--- src/rtl/rastirq_pkg.sv ---
package rastirq_pkg;

    localparam int CNT_W = 9;
    localparam logic [CNT_W-1:0] TGT_RESET = '1;

    typedef enum logic [1:0] {
        TM_OFF   = 2'b00,
        TM_HONLY = 2'b01,
        TM_VLINE = 2'b10,
        TM_VH    = 2'b11
    } tmode_e;

    typedef struct packed {
        logic   nmi_en;
        tmode_e mode;
        logic   autord_en;
    } ctrl_t;

    typedef enum logic [2:0] {
        RA_CTRL = 3'd0,
        RA_HLO  = 3'd1,
        RA_HHI  = 3'd2,
        RA_VLO  = 3'd3,
        RA_VHI  = 3'd4
    } waddr_e;

    typedef struct packed {
        logic [CNT_W-1:0] h;
        logic [CNT_W-1:0] v;
    } target_t;

    function automatic ctrl_t decode_ctrl(input logic [7:0] b);
        ctrl_t c;
        c.nmi_en    = b[7];
        c.mode      = tmode_e'(b[5:4]);
        c.autord_en = b[0];
        return c;
    endfunction

    function automatic logic [CNT_W-1:0] last_line(
        input logic [CNT_W-1:0] ntsc_max,
        input logic [CNT_W-1:0] pal_max,
        input logic             pal,
        input logic             extra);
        logic [CNT_W-1:0] base;
        base = pal ? pal_max : ntsc_max;
        return base + {{(CNT_W-1){1'b0}}, extra};
    endfunction

endpackage

--- src/rtl/rastirq_regs.sv ---
module rastirq_regs
    import rastirq_pkg::*;
(
    input  logic       clk,
    input  logic       rst,
    input  logic       wr_en,
    input  logic [2:0] wr_addr,
    input  logic [7:0] wr_data,
    output ctrl_t      ctrl,
    output target_t    tgt
);

    always_ff @(posedge clk) begin
        if (rst) begin
            ctrl  <= '0;
            tgt.h <= TGT_RESET;
            tgt.v <= TGT_RESET;
        end else if (wr_en) begin
            case (waddr_e'(wr_addr))
                RA_CTRL: ctrl       <= decode_ctrl(wr_data);
                RA_HLO:  tgt.h[7:0] <= wr_data;
                RA_HHI:  tgt.h[8]   <= wr_data[0];
                RA_VLO:  tgt.v[7:0] <= wr_data;
                RA_VHI:  tgt.v[8]   <= wr_data[0];
                default: ;
            endcase
        end
    end

    // reset returns control and targets to their initial values
    a_r1_reset_values: assert property (@(posedge clk)
        rst |=> (ctrl == '0 && tgt.h == TGT_RESET && tgt.v == TGT_RESET));

    // a control write leaves both targets untouched
    a_r2_ctrl_keeps_tgt: assert property (@(posedge clk) disable iff (rst)
        (wr_en && wr_addr == 3'd0) |=> $stable(tgt));

endmodule

--- src/rtl/rastirq_match.sv ---
module rastirq_match
    import rastirq_pkg::*;
#(
    parameter int H_MAX          = 339,
    parameter int V_MAX_NTSC     = 261,
    parameter int V_MAX_PAL      = 311,
    parameter int VBL_START_NTSC = 225,
    parameter int VBL_START_PAL  = 240
) (
    input  logic             clk,
    input  logic             rst,
    input  logic [CNT_W-1:0] hcount,
    input  logic [CNT_W-1:0] vcount,
    input  logic             pal_mode,
    input  logic             interlace,
    input  logic             odd_field,
    input  tmode_e           mode,
    input  target_t          tgt,
    output logic             tcond,
    output logic             in_vbl
);

    localparam logic [CNT_W-1:0] HLIM   = CNT_W'(H_MAX);
    localparam logic [CNT_W-1:0] VN_LIM = CNT_W'(V_MAX_NTSC);
    localparam logic [CNT_W-1:0] VP_LIM = CNT_W'(V_MAX_PAL);
    localparam logic [CNT_W-1:0] VBN    = CNT_W'(VBL_START_NTSC);
    localparam logic [CNT_W-1:0] VBP    = CNT_W'(VBL_START_PAL);

    logic [CNT_W-1:0] vmax;
    logic [CNT_W-1:0] vbl_first;
    logic             h_ok;
    logic             v_ok;
    logic             h_hit;
    logic             v_hit;
    logic             h_zero;

    always_comb begin
        vmax      = last_line(VN_LIM, VP_LIM, pal_mode, interlace && odd_field);
        vbl_first = pal_mode ? VBP : VBN;
        h_ok      = (tgt.h <= HLIM);
        v_ok      = (tgt.v <= vmax);
        h_hit     = h_ok && (hcount == tgt.h);
        v_hit     = v_ok && (vcount == tgt.v);
        h_zero    = (hcount == '0);
        in_vbl    = (vcount >= vbl_first) && (vcount <= vmax);
        unique case (mode)
            TM_OFF:   tcond = 1'b0;
            TM_HONLY: tcond = h_hit;
            TM_VLINE: tcond = v_hit && h_zero;
            TM_VH:    tcond = v_hit && h_hit;
            default:  tcond = 1'b0;
        endcase
    end

    // a horizontal target past the last position never matches in H-only mode
    a_r4_h_limit: assert property (@(posedge clk) disable iff (rst)
        (tgt.h > HLIM && mode == TM_HONLY) |-> !tcond);

    // a vertical target past the frame's last line never matches
    a_r5_v_limit: assert property (@(posedge clk) disable iff (rst)
        (tgt.v > vmax) |-> !tcond || mode == TM_HONLY);

endmodule

--- src/rtl/rastirq_flags.sv ---
module rastirq_flags
    import rastirq_pkg::*;
(
    input  logic   clk,
    input  logic   rst,
    input  logic   tcond,
    input  logic   in_vbl,
    input  logic   rd_en,
    input  logic   rd_sel,
    input  logic   nmi_en,
    input  tmode_e mode,
    output logic   tflag,
    output logic   vflag,
    output logic   nmi,
    output logic   irq
);

    logic tcond_q;
    logic vbl_q;
    logic t_set;
    logic v_set;
    logic v_end;

    always_comb begin
        t_set = tcond && !tcond_q;
        v_set = in_vbl && !vbl_q;
        v_end = !in_vbl && vbl_q;
        irq   = tflag && (mode != TM_OFF);
    end

    always_ff @(posedge clk) begin
        if (rst) begin
            tcond_q <= 1'b0;
            vbl_q   <= 1'b0;
            tflag   <= 1'b0;
            vflag   <= 1'b0;
            nmi     <= 1'b0;
        end else begin
            tcond_q <= tcond;
            vbl_q   <= in_vbl;
            nmi     <= v_set && nmi_en;
            if (t_set)
                tflag <= 1'b1;
            else if (rd_en && rd_sel)
                tflag <= 1'b0;
            if (v_set)
                vflag <= 1'b1;
            else if (v_end || (rd_en && !rd_sel))
                vflag <= 1'b0;
        end
    end

    // the timer flag rises only after a false-to-true edge of the condition
    a_r6_edge_only: assert property (@(posedge clk) disable iff (rst)
        $rose(tflag) |-> $past(tcond) && !$past(tcond_q));

    // a status read with no coincident set leaves the timer flag clear
    a_r7_read_clears: assert property (@(posedge clk) disable iff (rst)
        (rd_en && rd_sel && !t_set) |=> !tflag);

    // the NMI lasts one cycle and accompanies a set vblank flag
    a_r10_nmi_pulse: assert property (@(posedge clk) disable iff (rst)
        nmi |=> !nmi);
    a_r10_nmi_flag: assert property (@(posedge clk) disable iff (rst)
        nmi |-> vflag);

endmodule

--- src/rtl/rastirq_top.sv ---
module rastirq_top
    import rastirq_pkg::*;
#(
    parameter int H_MAX          = 339,
    parameter int V_MAX_NTSC     = 261,
    parameter int V_MAX_PAL      = 311,
    parameter int VBL_START_NTSC = 225,
    parameter int VBL_START_PAL  = 240,
    parameter logic [3:0] VERSION = 4'h2
) (
    input  logic             clk,
    input  logic             rst,
    input  logic             wr_en,
    input  logic [2:0]       wr_addr,
    input  logic [7:0]       wr_data,
    input  logic             rd_en,
    input  logic             rd_sel,
    output logic [7:0]       rd_data,
    input  logic [CNT_W-1:0] hcount,
    input  logic [CNT_W-1:0] vcount,
    input  logic             pal_mode,
    input  logic             interlace,
    input  logic             odd_field,
    output logic             autord_en,
    output logic             irq,
    output logic             nmi
);

    ctrl_t   ctrl;
    target_t tgt;
    logic    tcond;
    logic    in_vbl;
    logic    tflag;
    logic    vflag;

    rastirq_regs u_regs (
        .clk     (clk),
        .rst     (rst),
        .wr_en   (wr_en),
        .wr_addr (wr_addr),
        .wr_data (wr_data),
        .ctrl    (ctrl),
        .tgt     (tgt)
    );

    rastirq_match #(
        .H_MAX          (H_MAX),
        .V_MAX_NTSC     (V_MAX_NTSC),
        .V_MAX_PAL      (V_MAX_PAL),
        .VBL_START_NTSC (VBL_START_NTSC),
        .VBL_START_PAL  (VBL_START_PAL)
    ) u_match (
        .clk       (clk),
        .rst       (rst),
        .hcount    (hcount),
        .vcount    (vcount),
        .pal_mode  (pal_mode),
        .interlace (interlace),
        .odd_field (odd_field),
        .mode      (ctrl.mode),
        .tgt       (tgt),
        .tcond     (tcond),
        .in_vbl    (in_vbl)
    );

    rastirq_flags u_flags (
        .clk    (clk),
        .rst    (rst),
        .tcond  (tcond),
        .in_vbl (in_vbl),
        .rd_en  (rd_en),
        .rd_sel (rd_sel),
        .nmi_en (ctrl.nmi_en),
        .mode   (ctrl.mode),
        .tflag  (tflag),
        .vflag  (vflag),
        .nmi    (nmi),
        .irq    (irq)
    );

    always_comb begin
        autord_en = ctrl.autord_en;
        rd_data   = rd_sel ? {tflag, 7'b0} : {vflag, 3'b0, VERSION};
    end

    // the IRQ line never stands while the timer is switched off
    a_r9_irq_mode: assert property (@(posedge clk) disable iff (rst)
        irq |-> (ctrl.mode != TM_OFF) && tflag);

endmodule

--- config.mk ---
export PLATFORM = sky130hd
export DESIGN_NAME = rastirq_top
export DESIGN_NICKNAME = d
export VERILOG_FILES = /design/src/rtl/rastirq_pkg.sv /design/src/rtl/rastirq_regs.sv /design/src/rtl/rastirq_match.sv /design/src/rtl/rastirq_flags.sv /design/src/rtl/rastirq_top.sv
export SDC_FILE = /design/constraint.sdc
export NUM_CORES = 1
export LEC_CHECK = 0
export ABC_AREA = 0
export BUFFER_PORTS_ARGS = -buffer_cell sky130_fd_sc_hd__buf_2
export CAP_MARGIN = 30
export CORE_AREA = 4 4 66 68
export DETAILED_ROUTE_END_ITERATION = 16
export DIE_AREA = 0 0 70 72
export PLACE_DENSITY = 0.73
export SYNTH_ARGS = -nofsm -noshare
export SYNTH_HDL_FRONTEND = slang
export SYNTH_HIERARCHICAL = 1
export SYNTH_SLANG_ARGS = --single-unit
--- constraint.sdc ---
create_clock -name clk -period 4.3 [get_ports clk]
set_clock_uncertainty 0.05 [all_clocks]
set_input_delay 0 -clock clk [delete_from_list [all_inputs] [get_ports clk]]
set_output_delay 0 -clock clk [all_outputs]
set_load 0.01 [all_outputs]
[Yosys cells after proc, flatten, opt, wreduce, memory -nomap -nowiden]
Index checks and enable logic that the tools add are counted.
Word-level totals
  input bits: 37
  word-level logic and storage cells: 63
  bits in registers: 27
  output and inout bits: 11
Operators by class
  muxes and demuxes: 8
  equal/unequal tests: 9
  order comparisons: 4
  $add $sub $neg: 1
  reduce and logical (&&, ||, !) cells: 29
Operators with widths (count)
  $eq A9 B9 Y1: 2
  $le A9 B9 Y1: 2
  $logic_and A1 B1 Y1: 13
  $reduce_and A2 Y1: 5
  $add A9 B1 Y9: 1
  $ge A9 B9 Y1: 1
  $le A9 B9 Y1 const B: 1
  $logic_not A9 Y1: 1
  $mux W8: 1
  $eq A3 B2 Y1 const B: 2
  $mux W6: 1
  $reduce_bool A2 Y1: 3
  $mux W5: 1
  $eq A2 B2 Y1 const B: 2
  $logic_not A1 Y1: 4
  $mux W1: 4
  $pmux W1 S4: 1
  $eq A3 B1 Y1 const B: 1
  $eq A3 B3 Y1 const B: 1
  $logic_not A3 Y1: 1
  $eq A2 B1 Y1 const B: 1
  $logic_not A2 Y1: 1
  $logic_or A1 B1 Y1: 1

[Longest topological paths before layout]
  word-level depth: 9
  mapped depth: 12
  gate-level depth less buffers: 12

[By module]
Netlist, hierarchy kept.
By module, submodules not included
  rastirq_regs: sequential area each 440.4 um^2, times used 1, area an instance 917.1 um^2, cells an instance 89
  rastirq_match: sequential area each 0.0 um^2, times used 1, area an instance 629.4 um^2, cells an instance 81
  rastirq_flags: sequential area each 100.1 um^2, times used 1, area an instance 185.2 um^2, cells an instance 17
  rastirq_top: sequential area each 0.0 um^2, times used 1, area an instance 67.6 um^2, cells an instance 9

[Worst setup path before layout]
OpenSTA, ideal clock, no wires.
  path kind: input to register
  start point: in interlace
  end point: reg u_flags.vflag
  required time: 4.149 ns
  library setup time: 0.101 ns
  arrival time: 1.819 ns
  buffers on the path: 0
  setup slack: 2.330 ns
  cell stages on the path: 10
  cells stage by stage: nand2_1 inv_1 ha_1 inv_1 ha_1 nand3_1 or4_1 a31oi_1 or3b_1 o41ai_1
On the way
  cells in the longest elaborated chain, start to end: 8
  elaborated cells between the ends (all ways): 10
  those cells by class: add/sub: 1; order compare: 1; mux: 1; reduce/logical: 7
RTL lines
  start, declared: RTL line rastirq_top.sv:22  | input logic interlace,
  $logic_and A1 B1 Y1 *: RTL line rastirq_match.sv:38  | vmax = last_line(VN_LIM, VP_LIM, pal_mode, interlace && odd_field);
  $add A9 B1 Y9 *: RTL line rastirq_pkg.sv:47  | return base + {{(CNT_W-1){1'b0}}, extra};
  $le A9 B9 Y1 *: RTL line rastirq_match.sv:45  | in_vbl = (vcount >= vbl_first) && (vcount <= vmax);
  $logic_and A1 B1 Y1 *: RTL line rastirq_match.sv:45
  named net in_vbl: RTL line rastirq_top.sv:32  | logic in_vbl;
  $logic_not A1 Y1: RTL line rastirq_flags.sv:27  | v_end = !in_vbl && vbl_q;
  $logic_and A1 B1 Y1: RTL line rastirq_flags.sv:27
  $logic_or A1 B1 Y1: RTL line rastirq_flags.sv:48  | else if (v_end || (rd_en && !rd_sel))
  $reduce_bool A2 Y1 (no line)
  end signal, assigned: RTL line rastirq_flags.sv:36  | vflag <= 1'b0;
  end signal, assigned: RTL line rastirq_flags.sv:47  | vflag <= 1'b1;
  end signal, assigned: RTL line rastirq_flags.sv:49  | vflag <= 1'b0;
  end, declared: RTL line rastirq_flags.sv:13  | output logic vflag,
Mark *: on every way through the listed nets, which the timed path passes. The rest lies on a longest branch.
A chain may end at the register's enable or synchronous reset.

[Worst setup path in the final report]
  start point: reg, netlist name u_regs/tgt[0]
  end point: reg u_flags.tflag
On the way
  cells in the longest elaborated chain, start to end: 6
  elaborated cells between the ends (all ways): 9
  those cells by class: order compare: 1; eq/ne: 1; mux: 2; reduce/logical: 5
RTL lines
  $le A9 B9 Y1 / $eq A9 B9 Y1 (equally long branches): RTL line rastirq_match.sv:41, rastirq_match.sv:43
  $logic_and A1 B1 Y1 *: RTL line rastirq_match.sv:43  | v_hit = v_ok && (vcount == tgt.v);
  $logic_and A1 B1 Y1, on equally long branches: RTL line rastirq_match.sv:50, rastirq_match.sv:49
  $pmux W1 S4 *: RTL line rastirq_match.sv:46  | unique case (mode)
  named net tcond: RTL line rastirq_top.sv:31  | logic tcond;
  $logic_and A1 B1 Y1 *: RTL line rastirq_flags.sv:25  | t_set = tcond && !tcond_q;
  $mux W1 / $reduce_bool A2 Y1 (equally long branches)
  end signal, assigned: RTL line rastirq_flags.sv:35  | tflag <= 1'b0;
  end signal, assigned: RTL line rastirq_flags.sv:43  | tflag <= 1'b1;
  end signal, assigned: RTL line rastirq_flags.sv:45  | tflag <= 1'b0;
  end, declared: RTL line rastirq_flags.sv:12  | output logic tflag,
Marked as above.

==> run metrics <==
hpwl dp 2916 um; startpoint types register; post-route DRC violation count 0; PostCTS Resize Cnt 0; Max rail drop VDD 0.0001572 V; commonest non-fill, non-tap cells in the layout buf_2 (41), dfxtp_1 (27), nor2_1 (27), mux2i_1 (22), ha_1 (14); antenna-violating nets left 0; Hold WC Path Type input port to register; prevailing post-synth register cell dfxtp_1; grt ovf 0; Post-CTS Setup Bufs 0; Ports 48; leading area contributor after synthesis dfxtp_1; Final Total Pwr 0.5032 mW; Total Wirelength 3652 um; final slew viol count 0; die area 5040 um^2; Finished Core Util 55.71%; Syn. warnings 6; Yosys top cell area share 30.04%; vias in the first global route 1434; PwrDens 234.2 nW/um^2; final worst-path cycle share between 40% and 50%; leading cell type in the layout, fill and taps excluded buf_2; dpl cell area about 2000 um^2; Final min period 1.959 ns; Final Hold Viols 0; post-synth cell types 44; Design Area, Final 2148 um^2; die width 70 um; Worst Path Max Fanout 3; DR pass1 iterations 4; Clock transition at path regs approximately 0.09 ns; RSZ-0062 raised after global routing false; Placement Setup Slack slightly above 2 ns; worst skew pair latency 0.27 ns; first-pass GRT wire length 6189 um; largest net degree at the start of global routing 40; overall die height 72 um; crit end category register; Final Setup Violations 0; Worst EP required between 4 and 5 ns; Slew Limit Headroom 59.07%; CTS buffer count 3; register area share after synthesis 30.04%; drt first-iter violations 34; WL/cell roughly 12 um; Arrival @ worst endpoint 2.11 ns; ratio of cells with drive above 1 in the final layout a little over a fifth; # diodes 0; Routability Congestion 0.8251; Post-synth EDFFs 0; CTS H-tree lvls 1; via count around 1500; status finished, final reports clean; Area Overhead vs Synth 19.40%; WS Path Type register to register; synthesized flop and latch total 27; Synth Cell Area 1799 um^2; f_max 510.4 MHz; Synth Instances between 150 and 200; Vias/cell 5.000; setup_tns 0 ns; root buffer cell clkbuf_8; maxcap violations 0; Final Worst Setup Slack 2.341 ns; CTS Sinks 27; slew at the pin closest to its max-slew limit 0.6139 ns; Lkg Pwr 0.9459 nW; Initial Util between 40% and 50%; Port Buffers 41; asr flop ratio synth 0%; Final nets 296; Avg Cell Area, Syn around 9 um^2; CTS tree done; GRT Total Usage 14.65%; antenna violations before repair 0; Rows 23; deepest clock path buffer count 2; Placeable Area 3856 um^2; top cells by area, synth dfxtp_1 (30%), mux2i_1 (12%), ha_1 (9.7%)
worst max-delay path, cell delays in order, from the launching register on:
cell      delay (ns)
dfxtp_1         0.41
inv_1           0.06
ha_1            0.28
and4_1          0.18
a31oi_1         0.09
o311ai_0        0.33
a21oi_1         0.10
a211oi_2        0.21
nand2b_1        0.08
a21oi_1         0.11
cell usage after synthesis, types with 2 or more instances:
cell / n
nand4_1: 2
xnor2_1: 6
nand2_1: 2
o21ai_0: 2
nor4_1: 3
nor3_1: 3
clkbuf_1: 3
mux2i_1: 22
inv_1: 13
buf_4: 7
nor2b_1: 5
nand2b_1: 10
o21a_1: 3
xor2_1: 10
or4_1: 2
nor2_1: 27
nand3_1: 2
o221ai_1: 2
and4bb_1: 2
a21oi_1: 5
ha_1: 14
dfxtp_1: 27
a31oi_1: 3
cells by family (layout without fill, tap and decap cells):
| group | Yosys count | after routing | share of synthesized area (%) |
|---|---|---|---|
| AO/OA/AOI/OAI | 24 | 24 | 10.22 |
| XOR/XNOR | 16 | 16 | 7.788 |
| adder cells (fa/ha/maj) | 14 | 14 | 9.736 |
| buffers and inverters | 25 | 68 | 7.163 |
| flip-flops | 27 | 27 | 30.04 |
| multiplexers | 23 | 23 | 13.07 |
| other | 1 | 6 | 0.2084 |
| AND/OR/NAND/NOR | 66 | 66 | 21.77 |
per-stage QoR:
stage          hold WS (ns)  cells
6_report            0.02137    294
5_1_grt             0.02793    294
4_1_cts             0.01825    294
3_5_place_dp         0.2300    281
3_3_place_gp         0.2243    281
2_1_floorplan     -0.006487    201
layout make-up:
cell class                 instances  area (um^2)
sequential                        27        540.5
multi-input combinational        149         1149
clock buffer                       4        45.04
fill                             362         1708
inverter                          13        48.80
tap                               50        62.56
timing repair buffer              51        302.8
timing repair:
item                                    4_1_cts  5_1_grt
hold buffers                                  9        0
endpoints found under the setup margin        0        0
endpoints found under the hold margin        19        0
routing by layer:
layer,GRT usage [%],up-vias,wire [um]
met5,0,-,0
met4,3.830,0,40
met3,2.493,4,136
met2,26.44,29,1786
met1,18.11,664,1687
li1,-,773,-
registers in the layout, indices dropped and copies added (netlist names):
register         cells
u_regs/ctrl          4
u_flags/vflag        1
u_flags/tcond_q      1
u_flags/vbl_q        1
u_flags/nmi          1
u_regs/tgt          18
u_flags/tflag        1
where the power goes:
group / internal (mW) / switching [mW] / total (mW)
clock: 0.0664 / 0.0758 / 0.142
sequential: 0.256 / 0.00539 / 0.261
combinational: 0.0496 / 0.0500 / 0.0997
final timing paths:
check	slack, ns	start	to	cells after the start
max reg2reg	2.34	u_regs/tgt[0]	u_flags/tflag	9
min reg2reg	0.42	u_flags/vflag	u_flags/vflag	2
min	0.02	rd_sel	u_flags/tflag	3
max	2.34	u_regs/tgt[0]	u_flags/tflag	9
Power figures use the tool's default switching activity.
